$ cat src/rtl/sdram_pwr_pkg.sv
package sdram_pwr_pkg;
  localparam int PMODE_W = 2;

  typedef enum logic [PMODE_W-1:0] {
    PM_NORMAL  = 2'd0,
    PM_SUSPEND = 2'd1,
    PM_PDOWN   = 2'd2,
    PM_SELFREF = 2'd3
  } pmode_t;

  typedef enum logic [1:0] {
    CK_DESELECT = 2'd0,
    CK_NOP      = 2'd1,
    CK_REFRESH  = 2'd2,
    CK_OTHER    = 2'd3
  } cmd_kind_t;
endpackage

$ cat src/rtl/sdram_cmd_classify.sv
module sdram_cmd_classify
  import sdram_pwr_pkg::*;
(
  input  logic      cs_n,
  input  logic      ras_n,
  input  logic      cas_n,
  input  logic      we_n,
  output cmd_kind_t kind
);
  logic [2:0] strobes;
  assign strobes = {ras_n, cas_n, we_n};

  always_comb begin
    if (cs_n)                  kind = CK_DESELECT;
    else if (strobes == 3'b111) kind = CK_NOP;
    else if (strobes == 3'b001) kind = CK_REFRESH;
    else                        kind = CK_OTHER;
  end
endmodule

$ cat src/rtl/sdram_cke_edge.sv
module sdram_cke_edge (
  input  logic clk,
  input  logic rst_n,
  input  logic cke,
  output logic fell,
  output logic rose,
  output logic held_high
);
  logic cke_q;

  always_ff @(posedge clk or negedge rst_n) begin
    if (!rst_n) cke_q <= 1'b1;
    else        cke_q <= cke;
  end

  assign fell      =  cke_q && !cke;
  assign rose      = !cke_q &&  cke;
  assign held_high =  cke_q &&  cke;
endmodule

$ cat src/rtl/sdram_pmode_fsm.sv
module sdram_pmode_fsm
  import sdram_pwr_pkg::*;
(
  input  logic      clk,
  input  logic      rst_n,
  input  logic      fell,
  input  logic      rose,
  input  logic      held_high,
  input  logic      banks_idle,
  input  cmd_kind_t kind,
  output pmode_t    mode,
  output logic      enter_pulse,
  output logic      exit_pulse,
  output logic      exit_err,
  output logic      refresh_pulse
);
  pmode_t mode_d;
  logic   ent_d, ext_d, err_d, ref_d;
  logic   clean_exit;

  assign clean_exit = (kind == CK_DESELECT) || (kind == CK_NOP);

  always_comb begin
    mode_d = mode;
    ent_d  = 1'b0;
    ext_d  = 1'b0;
    err_d  = 1'b0;
    ref_d  = 1'b0;
    if (fell) begin
      ent_d = 1'b1;
      if (!banks_idle)              mode_d = PM_SUSPEND;
      else if (kind == CK_REFRESH)  mode_d = PM_SELFREF;
      else                          mode_d = PM_PDOWN;
    end else if (rose) begin
      ext_d  = 1'b1;
      mode_d = PM_NORMAL;
      if (mode == PM_SELFREF && !clean_exit) err_d = 1'b1;
    end else if (held_high) begin
      ref_d = (kind == CK_REFRESH);
    end
  end

  always_ff @(posedge clk or negedge rst_n) begin
    if (!rst_n) begin
      mode          <= PM_NORMAL;
      enter_pulse   <= 1'b0;
      exit_pulse    <= 1'b0;
      exit_err      <= 1'b0;
      refresh_pulse <= 1'b0;
    end else begin
      mode          <= mode_d;
      enter_pulse   <= ent_d;
      exit_pulse    <= ext_d;
      exit_err      <= err_d;
      refresh_pulse <= ref_d;
    end
  end
endmodule

$ cat src/rtl/sdram_pwr_tracker.sv
module sdram_pwr_tracker
  import sdram_pwr_pkg::*;
(
  input  logic               clk,
  input  logic               rst_n,
  input  logic               cke,
  input  logic               cs_n,
  input  logic               ras_n,
  input  logic               cas_n,
  input  logic               we_n,
  input  logic               banks_idle,
  output logic [PMODE_W-1:0] pmode,
  output logic               enter_pulse,
  output logic               exit_pulse,
  output logic               exit_err,
  output logic               refresh_pulse
);
  cmd_kind_t kind;
  pmode_t    mode;
  logic      fell, rose, held_high;

  sdram_cmd_classify u_cls (
    .cs_n(cs_n), .ras_n(ras_n), .cas_n(cas_n), .we_n(we_n), .kind(kind)
  );

  sdram_cke_edge u_edge (
    .clk(clk), .rst_n(rst_n), .cke(cke),
    .fell(fell), .rose(rose), .held_high(held_high)
  );

  sdram_pmode_fsm u_fsm (
    .clk(clk), .rst_n(rst_n), .fell(fell), .rose(rose),
    .held_high(held_high), .banks_idle(banks_idle), .kind(kind),
    .mode(mode), .enter_pulse(enter_pulse), .exit_pulse(exit_pulse),
    .exit_err(exit_err), .refresh_pulse(refresh_pulse)
  );

  assign pmode = mode;
endmodule

$ cat config.mk
export PLATFORM = sky130hd
export DESIGN_NAME = sdram_pwr_tracker
export DESIGN_NICKNAME = d
export VERILOG_FILES = /design/src/rtl/sdram_pwr_pkg.sv /design/src/rtl/sdram_cmd_classify.sv /design/src/rtl/sdram_cke_edge.sv /design/src/rtl/sdram_pmode_fsm.sv /design/src/rtl/sdram_pwr_tracker.sv
export SDC_FILE = /design/constraint.sdc
export NUM_CORES = 1
export LEC_CHECK = 0
export BUFFER_PORTS_ARGS = -buffer_cell sky130_fd_sc_hd__buf_2
export CAP_MARGIN = 10
export CORE_AREA = 2 2 39 41
export DETAILED_ROUTE_END_ITERATION = 16
export DIE_AREA = 0 0 41 43
export PLACE_DENSITY = 0.43
export SLEW_MARGIN = 10
export SYNTH_ARGS = -nofsm -noshare
export SYNTH_HDL_FRONTEND = slang
export SYNTH_SLANG_ARGS = --single-unit
$ cat constraint.sdc
create_clock -name clk -period 2.1 [get_ports clk]
set_input_delay 0.63 -clock clk [delete_from_list [all_inputs] [get_ports clk]]
set_output_delay 0.63 -clock clk [all_outputs]
set_load 0.01 [all_outputs]
* Yosys cells after proc, flatten, opt, wreduce, memory -nomap -nowiden *
Cells that the tools add are included.

storage, ports and cells
  bits of input ports = 8
  bits in registers = 7
  logic and storage cells = 37
  output and inout port bits = 6

operators by class
  equal/unequal tests = 5
  multiplexer cells = 16
  reductions and logical operators = 10

operators with widths
  kind                                                              count
  1-bit 2-to-1 mux                                                  11
  2-bit 2-to-1 mux                                                  5
  2-bit == test (second input constant)                             2
  1-bit logical AND                                                 4
  3-bit by 1-bit == test with 1-bit output (second input constant)  1
  3-bit == test (second input constant)                             1
  1-bit logical NOT                                                 3
  2-bit by 1-bit == test with 1-bit output (second input constant)  1
  2-bit logical NOT                                                 1
  2-bit nonzero test                                                1
  1-bit logical OR                                                  1

* Depth between registers and ports, before layout *
  depth in word-level cells = 11
  mapped depth = 4
  gate-level depth less buffers = 4

* Cells and area by module *
From an unflattened synthesis, not the netlist that was laid out.

unflattened totals
  cells, all modules = 22
  area total of the unflattened synthesis = 276.5 µm²

modules (own cells, without submodules)
  module              area an instance (µm²)  cells each  seq. area each (µm²)  instances
  sdram_pmode_fsm     212.7                   15          150.1                 1
  sdram_cke_edge      48.8                    4           26.3                  1
  sdram_cmd_classify  15.0                    3           0.0                   1

* Worst setup path before layout *
OpenSTA, ideal clock, no wires.

  path kind = in2reg
  start = input cs_n
  end = register u_fsm.refresh_pulse
  path slack = 0.630 ns
  stages on the path = 2
  path buffers = 0
  arrival = 1.375 ns
  data required time = 2.005 ns
  setup time = 0.095 ns
  cells stage by stage = or4b_1 nor4b_2

on the way
  word-level cells in the longest chain between the ends = 5

ends and longest elaborated chain
  element               line                      RTL
  from (decl)           sdram_pwr_tracker.sv:7    input logic cs_n,
  2-bit 2-to-1 mux      sdram_cmd_classify.sv:14  if (cs_n) kind = CK_DESELECT;
  2-bit == test         sdram_pmode_fsm.sv:39     ref_d = (kind == CK_REFRESH);
  1-bit 2-to-1 mux      sdram_pmode_fsm.sv:38     end else if (held_high) begin
  1-bit 2-to-1 mux      sdram_pmode_fsm.sv:34     end else if (rose) begin
  1-bit 2-to-1 mux      sdram_pmode_fsm.sv:29     if (fell) begin
  net u_fsm.ref_d       sdram_pmode_fsm.sv:18     logic ent_d, ext_d, err_d, ref_d;
  to (signal assigned)  sdram_pmode_fsm.sv:55     refresh_pulse <= ref_d;
  to (decl)             sdram_pmode_fsm.sv:15     output logic refresh_pulse

The timed path passes the listed nets, and every way through them passes these cells.
A chain may end at the register's enable or synchronous reset.

* Worst setup path in the final report *
  start = register u_fsm.mode[1]
  end = output pmode[1]

RTL lines
  element                 line                     RTL
  from (decl)             sdram_pmode_fsm.sv:11    output pmode_t mode,
  from (signal assigned)  sdram_pmode_fsm.sv:51    mode <= mode_d;
  to (decl)               sdram_pwr_tracker.sv:12  output logic [PMODE_W-1:0] pmode,

No word-level cell between the ends.

==> results by group <==
Floorplan
  – Cell Rows: 14
  – CORE AREA: roughly 1400 µm²
  – I/O Pins: 14
  – Die width: between 40 and 50 µm
  – Die H: roughly 43 µm
  – Die footprint: between 1500 and 2000 µm²
  – Initial core utilization: between 20% and 30%

STA
  – Fin. max-slew vios: 0
  – Crit path time final: around 1.4 ns
  – Slew Limit Headroom: approximately 90%
  – Post-Route Setup TNS: 0 ns
  – Hold_ws: roughly 0.2 ns
  – RSZ-0062 raised after global routing: false
  – Final setup viols: 0
  – Worst-margin pin slew: 0.182 ns
  – Peak Freq: roughly 710 MHz
  – Fin crit share: between 60% and 70%
  – Final Skew: a little under 0.005 ns
  – Hold Fails Final Rpt: 0

Drt
  – Vias per cell: between 4 and 5
  – Antenna Violating Nets Remaining: 0
  – Routed len/inst: slightly above 10 µm
  – TritonRoute pass-1 iters: 2
  – Initial DRC Count: 2
  – DRC errors left: 0
  – DR vias: 230
  – Final WL: between 500 and 600 µm

Setup path
  – CP Launch Type: flop
  – WS Path Type: flop to primary output
  – Crit path max fanout: 3
  – Crit end category: primary output
  – Slowest cell on crit path: dfrtp_1
  – Buf/Inv on CP: 1
  – Critical Path RT: approximately 1.5 ns
  – CP peak stage delay: around 0.39 ns
  – Crit path cell chain: buf_2
  – Cell family with most CP delay: flip-flops
  – Worst EP arrival: a little under 0.8 ns

Pwr
  – Power density over the cells: roughly 730 nW/µm²
  – Logic gate share of total power: 11.5%
  – Net Sw Power: between 60 and 70 µW
  – Internal: 231 µW
  – Lkg Pwr: around 0.00022 µW
  – Total power: about 300 µW
  – Worst vdd ir: 0.000281 V
  – Reg power frac: 48.7%
  – Part of the power in the clock network: 39.9%
  – Sw Share: around a quarter

CTS
  – Root Buffer Master: clkbuf_4
  – Post-CTS Resized: 0
  – CTS tree: yes
  – Hold buffer count at cts: 0
  – Clock Sinks: 7
  – Clk_lat worst skew: around 0.25 ns
  – Worst-path clk slew: around 0.05 ns
  – CTS buffer count: 3
  – Setup Buffers After CTS: 0
  – H-tree Lvls: 1
  – CTS Buffer Depth: 2

Synthesis
  – Synth area leaders: dfrtp_1, ha_1, dfstp_2
  – Synth Instances: 23
  – Most frequent cells after synthesis: dfrtp_1, ha_1, inv_1, nand2_1
  – Area of the mapped netlist: roughly 300 µm²
  – Post-synthesis sequential area ratio: about three fifths
  – Most common cell in the netlist: dfrtp_1
  – Cell taking the most area after synthesis: dfrtp_1
  – Net count after synthesis: 34
  – FFs w/ async S/R, synth: 100%
  – Ys flop type: dfrtp_1
  – Post-synth cell types: 13
  – Synth warn: 0
  – Post-synth EDFFs: 0
  – Syn_area_per_cell: 13.0 µm²
  – Post-synthesis sequential element count: 7
  – Yosys top cell area share: between 50% and 60%

Place
  – Final HPWL DP: roughly 450 µm
  – IO Port Bufs: 13
  – GP Congestion: 0.777

Global route
  – Overflow after GRT: 0
  – Number of global-route vias before repair: between 200 and 250
  – GRT Total Usage: 9.79%
  – Largest net degree at the start of global routing: 8
  – First-pass GRT wire length: slightly above 1000 µm
  – Initial antenna violation count: 0

Finish
  – Antenna fix cells: 0
  – NumNets Final: between 50 and 60
  – Layout cells sized above 1: 45.0%
  – Area Growth Syn to Fin: 37.2%

Run status
  – Status: finished, final reports clean

Hold path
  – HP Class: input port to asynchronous set/reset pin

Job
  – Maxcap violations: 0
-- cell type report --
cell class                      count  area, µm²
Clock buffer                        4       26.3
Fill cell                         150        973
Inverter                            3       11.3
Multi-Input combinational cell     13        111
Sequential cell                     7        176
Tap cell                           16       20.0
Timing Repair Buffer               13       65.1
-- placed cells by master (no fill, tap or decap), types with 2 or more instances in the layout --
cell type / n
dfrtp_1: 6
ha_1: 3
clkbuf_4: 3
inv_1: 3
nand2_1: 2
buf_2: 13
-- sequential cells by signal, indices dropped and copies added (netlist names) --
register / cells
u_fsm.mode: 2
u_edge.cke_q: 1
u_fsm.enter_pulse: 1
u_fsm.exit_err: 1
u_fsm.exit_pulse: 1
u_fsm.refresh_pulse: 1
-- layer usage --
metal  vias to the layer above  global-route usage, %  part of all wire, %
met3                         2                   4.71                   10
met1                       105                   11.4                   42
met5                         -                      0                    0
met2                         9                   11.9                   46
met4                         0                   10.0                  1.4
li1                        114                      -                    -
-- stage by stage --
| stage | util, % | instances | cell area, µm² | setup slack, ns |
|---|---|---|---|---|
| 2_1_floorplan | - | 23 | 299 | 0.630 |
| 3_3_place_gp | 27.8 | 52 | 384 | 0.505 |
| 3_5_place_dp | 27.8 | 52 | 384 | 0.471 |
| 4_1_cts | 29.7 | 56 | 410 | 0.678 |
| 5_1_grt | 29.7 | 56 | 410 | 0.643 |
| 6_report | 29.7 | 56 | 410 | 0.689 |
-- power groups by stage --
| stage | sequential (µW) | combinational, µW | clock, µW |
|---|---|---|---|
| 2_1_floorplan | 151 | 13.4 | 0 |
| 3_3_place_gp | 148 | 34.7 | 0 |
| 3_5_place_dp | 149 | 34.6 | 0 |
| 4_1_cts | 146 | 35.1 | 124 |
| 5_1_grt | 147 | 39.5 | 140 |
| 6_report | 146 | 34.5 | 120 |
-- worst paths after layout --
kind	from	endpoint	cells past startpoint	slack, ns
worst max-delay path	u_fsm.mode[1]$_DFFE_PN0P_	pmode[1]	1	0.69
worst min-delay path	rst_n	u_fsm.enter_pulse$_DFF_PN0_	1	0.20
worst max register to register	u_edge.cke_q$_DFF_PN1_	u_fsm.mode[0]$_DFFE_PN0P_	3	0.91
worst min register to register	u_fsm.mode[1]$_DFFE_PN0P_	u_fsm.mode[1]$_DFFE_PN0P_	2	0.53
max in group asynchronous	rst_n	u_edge.cke_q$_DFF_PN1_	1	1.67
min in group clk	cke	u_edge.cke_q$_DFF_PN1_	1	0.51
-- cell families (layout without fill, tap and decap cells) --
kind of cell / after synthesis / after routing / share of synthesized area, %
muxes: 1 / 1 / 3.35
DFF: 7 / 7 / 59.0
buffers and inverters: 3 / 20 / 3.77
adders and majority gates: 3 / 3 / 12.6
and+or+nand+nor: 7 / 7 / 17.6
AOI/OAI and AO/OA: 2 / 2 / 3.77
Note: power is estimated with default switching activity, not from simulation.
